==> src/rtl/dram_ctrl_pkg.sv <==
// Shared types and helpers for the multiplexed-address DRAM controller.
// Assumes all timing parameters are given in nanoseconds and a clock in MHz.
package dram_ctrl_pkg;

    // Sequencer states; each holds a fixed strobe pattern
    typedef enum logic [3:0] {
        S_IDLE,
        S_ROW,      // row on bus, strobes high
        S_RAS,      // row strobe low, row held
        S_COL,      // column on bus, write enable for writes
        S_CAS,      // both strobes low
        S_WRUP,     // write: row strobe up first (write-back)
        S_PRE,      // all strobes high, precharge
        S_RF_ROW,   // row-only refresh: pointer on bus
        S_RF_RAS,   // row-only refresh: row strobe low
        S_CBR_CAS,  // column-first refresh: column strobe low
        S_CBR_RAS   // column-first refresh: both low
    } seq_state_e;

    // Round a nanosecond figure up to whole clock cycles, minimum one
    function automatic int unsigned ns_to_cyc(int unsigned ns, int unsigned mhz);
        int unsigned c;
        c = (ns * mhz + 999) / 1000;
        if (c < 1) c = 1;
        return c;
    endfunction

endpackage

==> src/rtl/dram_refresh_timer.sv <==
// Refresh interval timer and row-only refresh pointer.
// Raises refresh_due once per REF_CYC cycles and holds it until the
// sequencer takes it; the row pointer advances on each row-only refresh.
module dram_refresh_timer #(
    parameter int unsigned REF_CYC = 625,
    parameter int unsigned ROW_W   = 6
) (
    input  logic             clk,
    input  logic             rst_n,
    input  logic             take,
    input  logic             adv_ptr,
    output logic             refresh_due,
    output logic [ROW_W-1:0] row_ptr
);
    localparam int unsigned CNT_W = (REF_CYC > 1) ? $clog2(REF_CYC) : 1;

    logic [CNT_W-1:0] tick_q;
    logic             wrap;

    assign wrap = (tick_q == CNT_W'(REF_CYC - 1));

    // Free-running interval counter
    always_ff @(posedge clk) begin
        if (!rst_n)    tick_q <= '0;
        else if (wrap) tick_q <= '0;
        else           tick_q <= tick_q + 1'b1;
    end

    // Pending flag: set on wrap, cleared when the sequencer starts a refresh
    always_ff @(posedge clk) begin
        if (!rst_n)    refresh_due <= 1'b0;
        else if (wrap) refresh_due <= 1'b1;
        else if (take) refresh_due <= 1'b0;
    end

    // Row pointer for row-only refresh
    always_ff @(posedge clk) begin
        if (!rst_n)       row_ptr <= '0;
        else if (adv_ptr) row_ptr <= row_ptr + 1'b1;
    end

    AST_DUE_HELD: assert property (@(posedge clk) disable iff (!rst_n)
        refresh_due && !take |=> refresh_due);
    AST_PTR_STEP: assert property (@(posedge clk) disable iff (!rst_n)
        adv_ptr |=> row_ptr == $past(row_ptr) + 1'b1);

endmodule

==> src/rtl/dram_strobe_seq.sv <==
// Strobe sequencer: runs read, write and both refresh cycles on the
// multiplexed bus. Assumes row and column halves share one width and that
// the memory drives dram_q only while both strobes are low on a read.
module dram_strobe_seq
    import dram_ctrl_pkg::*;
#(
    parameter int unsigned ROW_W = 6,
    parameter int unsigned T_RCD = 2,
    parameter int unsigned T_CAS = 1,
    parameter int unsigned T_RAS = 2,
    parameter int unsigned T_RP  = 2
) (
    input  logic               clk,
    input  logic               rst_n,
    input  logic               cfg_cbr,
    input  logic               refresh_due,
    input  logic [ROW_W-1:0]   ref_row,
    input  logic               req_valid,
    input  logic               req_write,
    input  logic [2*ROW_W-1:0] req_addr,
    input  logic               req_wdata,
    input  logic               dram_q,
    output logic               take,
    output logic               adv_ptr,
    output logic               ready,
    output logic               rd_valid,
    output logic               rd_data,
    output logic [ROW_W-1:0]   dram_a,
    output logic               dram_ras_n,
    output logic               dram_cas_n,
    output logic               dram_we_n,
    output logic               dram_d
);
    localparam int unsigned ADDR_W = 2 * ROW_W;
    localparam int unsigned T_M1   = (T_RCD > T_CAS) ? T_RCD : T_CAS;
    localparam int unsigned T_M2   = (T_RAS > T_RP) ? T_RAS : T_RP;
    localparam int unsigned T_MAX  = (T_M1 > T_M2) ? T_M1 : T_M2;
    localparam int unsigned CW     = $clog2(T_MAX + 1);

    seq_state_e       st_q, st_d;
    logic [CW-1:0]    wcnt_q;
    logic             wait_done;
    int unsigned      len_d;
    logic [ROW_W-1:0] row_q, col_q;
    logic             wr_q, wd_q;

    assign wait_done = (wcnt_q == '0);

    // Next-state decision; refresh wins over a host request in idle
    always_comb begin
        st_d = st_q;
        take = 1'b0;
        case (st_q)
            S_IDLE: begin
                if (refresh_due) begin
                    take = 1'b1;
                    st_d = cfg_cbr ? S_CBR_CAS : S_RF_ROW;
                end else if (req_valid) begin
                    st_d = S_ROW;
                end
            end
            S_ROW:     if (wait_done) st_d = S_RAS;
            S_RAS:     if (wait_done) st_d = S_COL;
            S_COL:     if (wait_done) st_d = S_CAS;
            S_CAS:     if (wait_done) st_d = wr_q ? S_WRUP : S_PRE;
            S_WRUP:    if (wait_done) st_d = S_PRE;
            S_PRE:     if (wait_done) st_d = S_IDLE;
            S_RF_ROW:  if (wait_done) st_d = S_RF_RAS;
            S_RF_RAS:  if (wait_done) st_d = S_PRE;
            S_CBR_CAS: if (wait_done) st_d = S_CBR_RAS;
            S_CBR_RAS: if (wait_done) st_d = S_PRE;
            default:   st_d = S_IDLE;
        endcase
    end

    // Dwell length of the state being entered
    always_comb begin
        case (st_d)
            S_RAS, S_CBR_CAS:  len_d = T_RCD;
            S_CAS:             len_d = T_CAS;
            S_RF_RAS, S_CBR_RAS: len_d = T_RAS;
            S_PRE:             len_d = T_RP;
            default:           len_d = 1;
        endcase
    end

    // State register and dwell counter
    always_ff @(posedge clk) begin
        if (!rst_n) begin
            st_q   <= S_IDLE;
            wcnt_q <= '0;
        end else begin
            st_q <= st_d;
            if (st_d != st_q)   wcnt_q <= CW'(len_d - 1);
            else if (!wait_done) wcnt_q <= wcnt_q - 1'b1;
        end
    end

    // Capture the host request when it is accepted
    always_ff @(posedge clk) begin
        if (!rst_n) begin
            row_q <= '0;
            col_q <= '0;
            wr_q  <= 1'b0;
            wd_q  <= 1'b0;
        end else if (st_q == S_IDLE && !refresh_due && req_valid) begin
            row_q <= req_addr[ADDR_W-1:ROW_W];
            col_q <= req_addr[ROW_W-1:0];
            wr_q  <= req_write;
            wd_q  <= req_wdata;
        end
    end

    // Sample memory data at the end of the column-strobe dwell on reads
    always_ff @(posedge clk) begin
        if (!rst_n) begin
            rd_valid <= 1'b0;
            rd_data  <= 1'b0;
        end else begin
            rd_valid <= (st_q == S_CAS) && wait_done && !wr_q;
            if ((st_q == S_CAS) && wait_done && !wr_q) rd_data <= dram_q;
        end
    end

    assign adv_ptr    = (st_q == S_RF_RAS) && wait_done;
    assign ready      = (st_q == S_IDLE) && !refresh_due;
    assign dram_ras_n = !(st_q inside {S_RAS, S_COL, S_CAS, S_RF_RAS, S_CBR_RAS});
    assign dram_cas_n = !(st_q inside {S_CAS, S_WRUP, S_CBR_CAS, S_CBR_RAS});
    assign dram_we_n  = !(wr_q && (st_q inside {S_COL, S_CAS, S_WRUP}));
    assign dram_d     = wd_q;

    // Bus mux: row half, column half, or refresh pointer
    always_comb begin
        case (st_q)
            S_ROW, S_RAS:          dram_a = row_q;
            S_COL, S_CAS, S_WRUP:  dram_a = col_q;
            S_RF_ROW, S_RF_RAS:    dram_a = ref_row;
            default:               dram_a = '0;
        endcase
    end

    AST_WE_UNDER_STROBE: assert property (@(posedge clk) disable iff (!rst_n)
        !dram_we_n |-> (!dram_ras_n || !dram_cas_n));
    AST_CAS_BEFORE_RAS: assert property (@(posedge clk) disable iff (!rst_n)
        $fell(dram_ras_n) && !dram_cas_n |-> $past(!dram_cas_n));
    AST_READY_QUIET: assert property (@(posedge clk) disable iff (!rst_n)
        ready |-> dram_ras_n && dram_cas_n && dram_we_n);
    AST_RD_PULSE: assert property (@(posedge clk) disable iff (!rst_n)
        rd_valid |=> !rd_valid);

endmodule

==> src/rtl/dram_mux_ctrl.sv <==
// Top of the DRAM controller: derives cycle counts from the clock
// frequency and joins the refresh timer to the strobe sequencer.
// Assumes a memory of 2**ROW_W rows by 2**ROW_W columns, one bit wide.
module dram_mux_ctrl #(
    parameter int unsigned CLK_MHZ       = 10,
    parameter int unsigned ROW_W         = 6,
    parameter int unsigned REF_PERIOD_NS = 62500,
    parameter int unsigned T_RCD_NS      = 300,
    parameter int unsigned T_CAS_NS      = 200,
    parameter int unsigned T_RAS_NS      = 400,
    parameter int unsigned T_RP_NS       = 300
) (
    input  logic               clk,
    input  logic               rst_n,
    input  logic               cfg_cbr,
    input  logic               req_valid,
    input  logic               req_write,
    input  logic [2*ROW_W-1:0] req_addr,
    input  logic               req_wdata,
    output logic               ready,
    output logic               rd_valid,
    output logic               rd_data,
    output logic [ROW_W-1:0]   dram_a,
    output logic               dram_ras_n,
    output logic               dram_cas_n,
    output logic               dram_we_n,
    output logic               dram_d,
    input  logic               dram_q
);
    import dram_ctrl_pkg::*;

    localparam int unsigned REF_CYC = CLK_MHZ * REF_PERIOD_NS / 1000;
    localparam int unsigned T_RCD   = ns_to_cyc(T_RCD_NS, CLK_MHZ);
    localparam int unsigned T_CAS   = ns_to_cyc(T_CAS_NS, CLK_MHZ);
    localparam int unsigned T_RAS   = ns_to_cyc(T_RAS_NS, CLK_MHZ);
    localparam int unsigned T_RP    = ns_to_cyc(T_RP_NS, CLK_MHZ);

    logic             take, adv_ptr, refresh_due;
    logic [ROW_W-1:0] ref_row;

    dram_refresh_timer #(
        .REF_CYC (REF_CYC),
        .ROW_W   (ROW_W)
    ) timer_i (
        .clk         (clk),
        .rst_n       (rst_n),
        .take        (take),
        .adv_ptr     (adv_ptr),
        .refresh_due (refresh_due),
        .row_ptr     (ref_row)
    );

    dram_strobe_seq #(
        .ROW_W (ROW_W),
        .T_RCD (T_RCD),
        .T_CAS (T_CAS),
        .T_RAS (T_RAS),
        .T_RP  (T_RP)
    ) seq_i (
        .clk         (clk),
        .rst_n       (rst_n),
        .cfg_cbr     (cfg_cbr),
        .refresh_due (refresh_due),
        .ref_row     (ref_row),
        .req_valid   (req_valid),
        .req_write   (req_write),
        .req_addr    (req_addr),
        .req_wdata   (req_wdata),
        .dram_q      (dram_q),
        .take        (take),
        .adv_ptr     (adv_ptr),
        .ready       (ready),
        .rd_valid    (rd_valid),
        .rd_data     (rd_data),
        .dram_a      (dram_a),
        .dram_ras_n  (dram_ras_n),
        .dram_cas_n  (dram_cas_n),
        .dram_we_n   (dram_we_n),
        .dram_d      (dram_d)
    );

endmodule

==> config.mk <==
export PLATFORM = sky130hd
export DESIGN_NAME = dram_mux_ctrl
export DESIGN_NICKNAME = d
export VERILOG_FILES = /design/src/rtl/dram_ctrl_pkg.sv /design/src/rtl/dram_refresh_timer.sv /design/src/rtl/dram_strobe_seq.sv /design/src/rtl/dram_mux_ctrl.sv
export SDC_FILE = /design/constraint.sdc
export NUM_CORES = 1
export LEC_CHECK = 0
export BUFFER_PORTS_ARGS = -buffer_cell sky130_fd_sc_hd__buf_2
export CAP_MARGIN = 20
export CORE_MARGIN = 1.5
export CORE_UTILIZATION = 40
export DETAILED_ROUTE_END_ITERATION = 7
export SYNTH_ARGS = -nofsm -noshare
export SYNTH_HDL_FRONTEND = slang
export SYNTH_SLANG_ARGS = --single-unit
export TNS_END_PERCENT = 5
==> constraint.sdc <==
create_clock -name clk -period 1.97 [get_ports clk]
set_input_delay 0 -clock clk [delete_from_list [all_inputs] [get_ports clk]]
set_output_delay 0 -clock clk [all_outputs]
set_load 0.05 [all_outputs]
==> out/results.ini <==
[worst_setup_path]
cpMaxStageDelayCell = or3_4
crit_start = seq_i.wcnt_q[1]
critPathMaxFanout = 5
critical_path.endpoint_type = register
r2r_slack_ns = -0.12
timing.rr.end = seq_i.wcnt_q[2]
cp.required_ns = 2.15
path_cells = or3_4 > a32o_1 > a22oi_2 > a21boi_2 > o22ai_4 > ha_4 > a211oi_2 > a211oi_1
rr_worst_depth = 8
start_kind = register
cp.arrival_ns = 2.27
critPathKind = register to register
crit_path_end = seq_i.wcnt_q[2]
critPathMaxStageDelay_ns = 0.40
regToRegStartpoint = seq_i.wcnt_q[1]

[clocking]
clk_latency_ns = 0.30
cts_tree = done
clock-sinks = 40
clkSlewWorstSetupHoldPaths_ns = 0.09
cts_buffer_depth = 2
cts_buffers = 5
htree_levels = 2
cts_root_buf = clkbuf_8

[placement]
dpl-instance-area_um2 = 2574
gp_congestion = 0.8522
dp_hpwl_um = 3561
placedCellCount = 383
portBuffers = 31

[finish]
fillers = 414
final_cells = 415
areaGrowthSynthToFinish_pct = 54.71
mostFrequentLayoutCells = buf_4, nor2_1, dfxtp_1
fin_area_um2 = 3167
nNetsFinal = 370
drive_above_1_share_pct = 37.93
antenna_cells = 0
final_common_cell = buf_4

[grt]
grt_usage_pct = 21.03
grt_max_degree = 31
grt_overflow = 0
antenna_found_initial = 0
grt_first_pass_wirelength_um = 9039
grt_pass1_vias = 2053

[detailed_routing]
drtPass1Iterations = 5
viasPerCell = 5.181
drt-initial-drc-count = 76
vias = 2150
wl_per_cell_um = 13.47
drt_wl_total_um = 5592
drc = 0
drtAntennaViolNets = 0

[sta]
setup_ws_ns = -0.1192
final.min_clock_period_ns = 2.089
max_freq_mhz = 478.7
min_period_over_period_pct = 106.0
skew_ns = 0.007415
max_slew.worst_pin.slew_ns = 0.3429
relSlewSlack_pct = 77.14
finalSetupViolations = 3
drv_slew = 0
final-hold-violation-count = 0
grt_setup_unrepaired = true

[yosys]
ys.flop_type = dfxtp_1
synth.yosys.seq_area_share_pct = 39.12
synth_nets = 276
synthArstFlopShare_pct = 0
avgSynthCellArea_um2 = 8.091
ys_ff_latch = 40
netlist_instances = 253
synth_edf_count = 0
syn_area_um2 = 2047
synth_cell_types = 50
yosys_warnings = 0

[die]
core_um2 = 4817
num_rows = 25
io_pins = 32
die_h_um = 74.54
dieArea_um2 = 5555
start_util_pct = 42.49
die_w_um = 74.54

[outcome]
violations = setup timing
outcome = finished, violations left

[min_path]
min_path_type = input pin to register

[pwr]
ir_drop_mv = 0.8336
power_density_nw_per_um2 = 1303
p_leak_nw = 1.339

[run]
drv_cap = 0

[cell families (layout without fill, tap and decap cells)]
| group | after synthesis | after routing | share of synthesized area (%) |
|---|---|---|---|
| AO/OA/AOI/OAI | 55 | 55 | 18.89 |
| XOR/XNOR | 13 | 13 | 5.562 |
| adder cells (fa/ha/maj) | 4 | 4 | 2.445 |
| buffers and inverters | 26 | 121 | 5.440 |
| flip-flops | 40 | 40 | 39.12 |
| multiplexers | 2 | 2 | 0.9780 |
| AND/OR/NAND/NOR | 113 | 113 | 27.57 |
[report_power, final]
part	internal, mW	switching, mW	total (mW)
sequential	0.916	0.0906	1.01
clock	0.382	0.312	0.694
combinational	1.18	1.24	2.43
[through the flow]
| step | utilization, % | power (mW) | worst slack (ns) | hold slack [ns] | setup TNS, ns |
|---|---|---|---|---|---|
| floorplan | - | 2.119 | -0.1227 | 0.1439 | -0.2372 |
| global route | 65.74 | 4.349 | -0.1717 | 0.2079 | -0.5663 |
| global placement | 53.43 | 2.760 | -0.2542 | 0.2377 | -0.4845 |
| finish | 65.74 | 4.126 | -0.1192 | 0.2063 | -0.1804 |
| detailed placement | 53.43 | 2.771 | -0.2277 | 0.2436 | -0.4367 |
| CTS | 63.35 | 3.875 | -0.06968 | 0.1896 | -0.2725 |
[worst max-delay path, delay by kind of cell, from the launching register on]
| family | cells | cell delay (ns) |
|---|---|---|
| and+or+nand+nor | 1 | 0.40 |
| DFF | 1 | 0.33 |
| AOI/OAI and AO/OA | 6 | 1.07 |
| adders and majority gates | 1 | 0.17 |
[flip-flops by register name, indices dropped and copies added, names as in the netlist, 3 cells and up]
register	flops
seq_i.row_q	6
timer_i.row_ptr	6
seq_i.st_q	4
seq_i.wcnt_q	3
timer_i.tick_q	10
seq_i.col_q	6
[layout make-up]
type                       count  area (µm²)  share of cell area (%)
tap                           67       83.83                   2.647
sequential                    40       813.3                   25.68
clock inverter                 3       46.29                   1.462
clock buffer                   5       68.82                   2.173
inverter                      13       48.80                   1.541
multi-input combinational    187        1314                   41.49
timing repair buffer         100       792.0                   25.01
[synth_stat cells (3+ instances only)]
master	n	area (µm²)
nand3_1	17	85.08
nand2_1	30	112.6
a222oi_1	6	60.06
o21ai_0	5	25.02
xor2_1	7	61.31
o22ai_1	6	37.54
nor3_1	3	15.01
inv_1	13	48.80
ha_1	4	50.05
clkbuf_1	6	22.52
or3_1	3	18.77
buf_2	5	25.02
a21oi_1	21	105.1
xnor2_1	6	52.55
dfxtp_1	40	800.8
nor2b_1	3	18.77
nor2_1	34	127.6
nand4_1	3	18.77
nand2b_1	3	18.77
[timing repair]
action	in CTS	in global routing
pin swaps	19	8
setup buffers	6	3
hold endpoints to repair	17	0
hold buffers	16	0
resized for setup	34	24
endpoints found under the setup margin	8	25
[worst min path at each step]
| stage | slack, ns | end | from | depth (start not counted) |
|---|---|---|---|---|
| floorplan | 0.14 | seq_i.rd_data | dram_q | 2 |
| global placement | 0.24 | seq_i.rd_data | dram_q | 3 |
| detailed placement | 0.24 | seq_i.rd_data | dram_q | 3 |
| CTS | 0.19 | seq_i.row_q[2] | req_valid | 4 |
| global route | 0.21 | seq_i.dram_d | req_valid | 4 |
| finish | 0.21 | seq_i.dram_d | req_valid | 4 |
[metal layers]
metal | track usage [%] | part of all wire [%]
met1 | 25.85 | 44
met5 | 0 | 0
met4 | 7.677 | 1.2
met2 | 36.71 | 51
met3 | 3.794 | 3.0
Power figures use the tool's default switching activity.
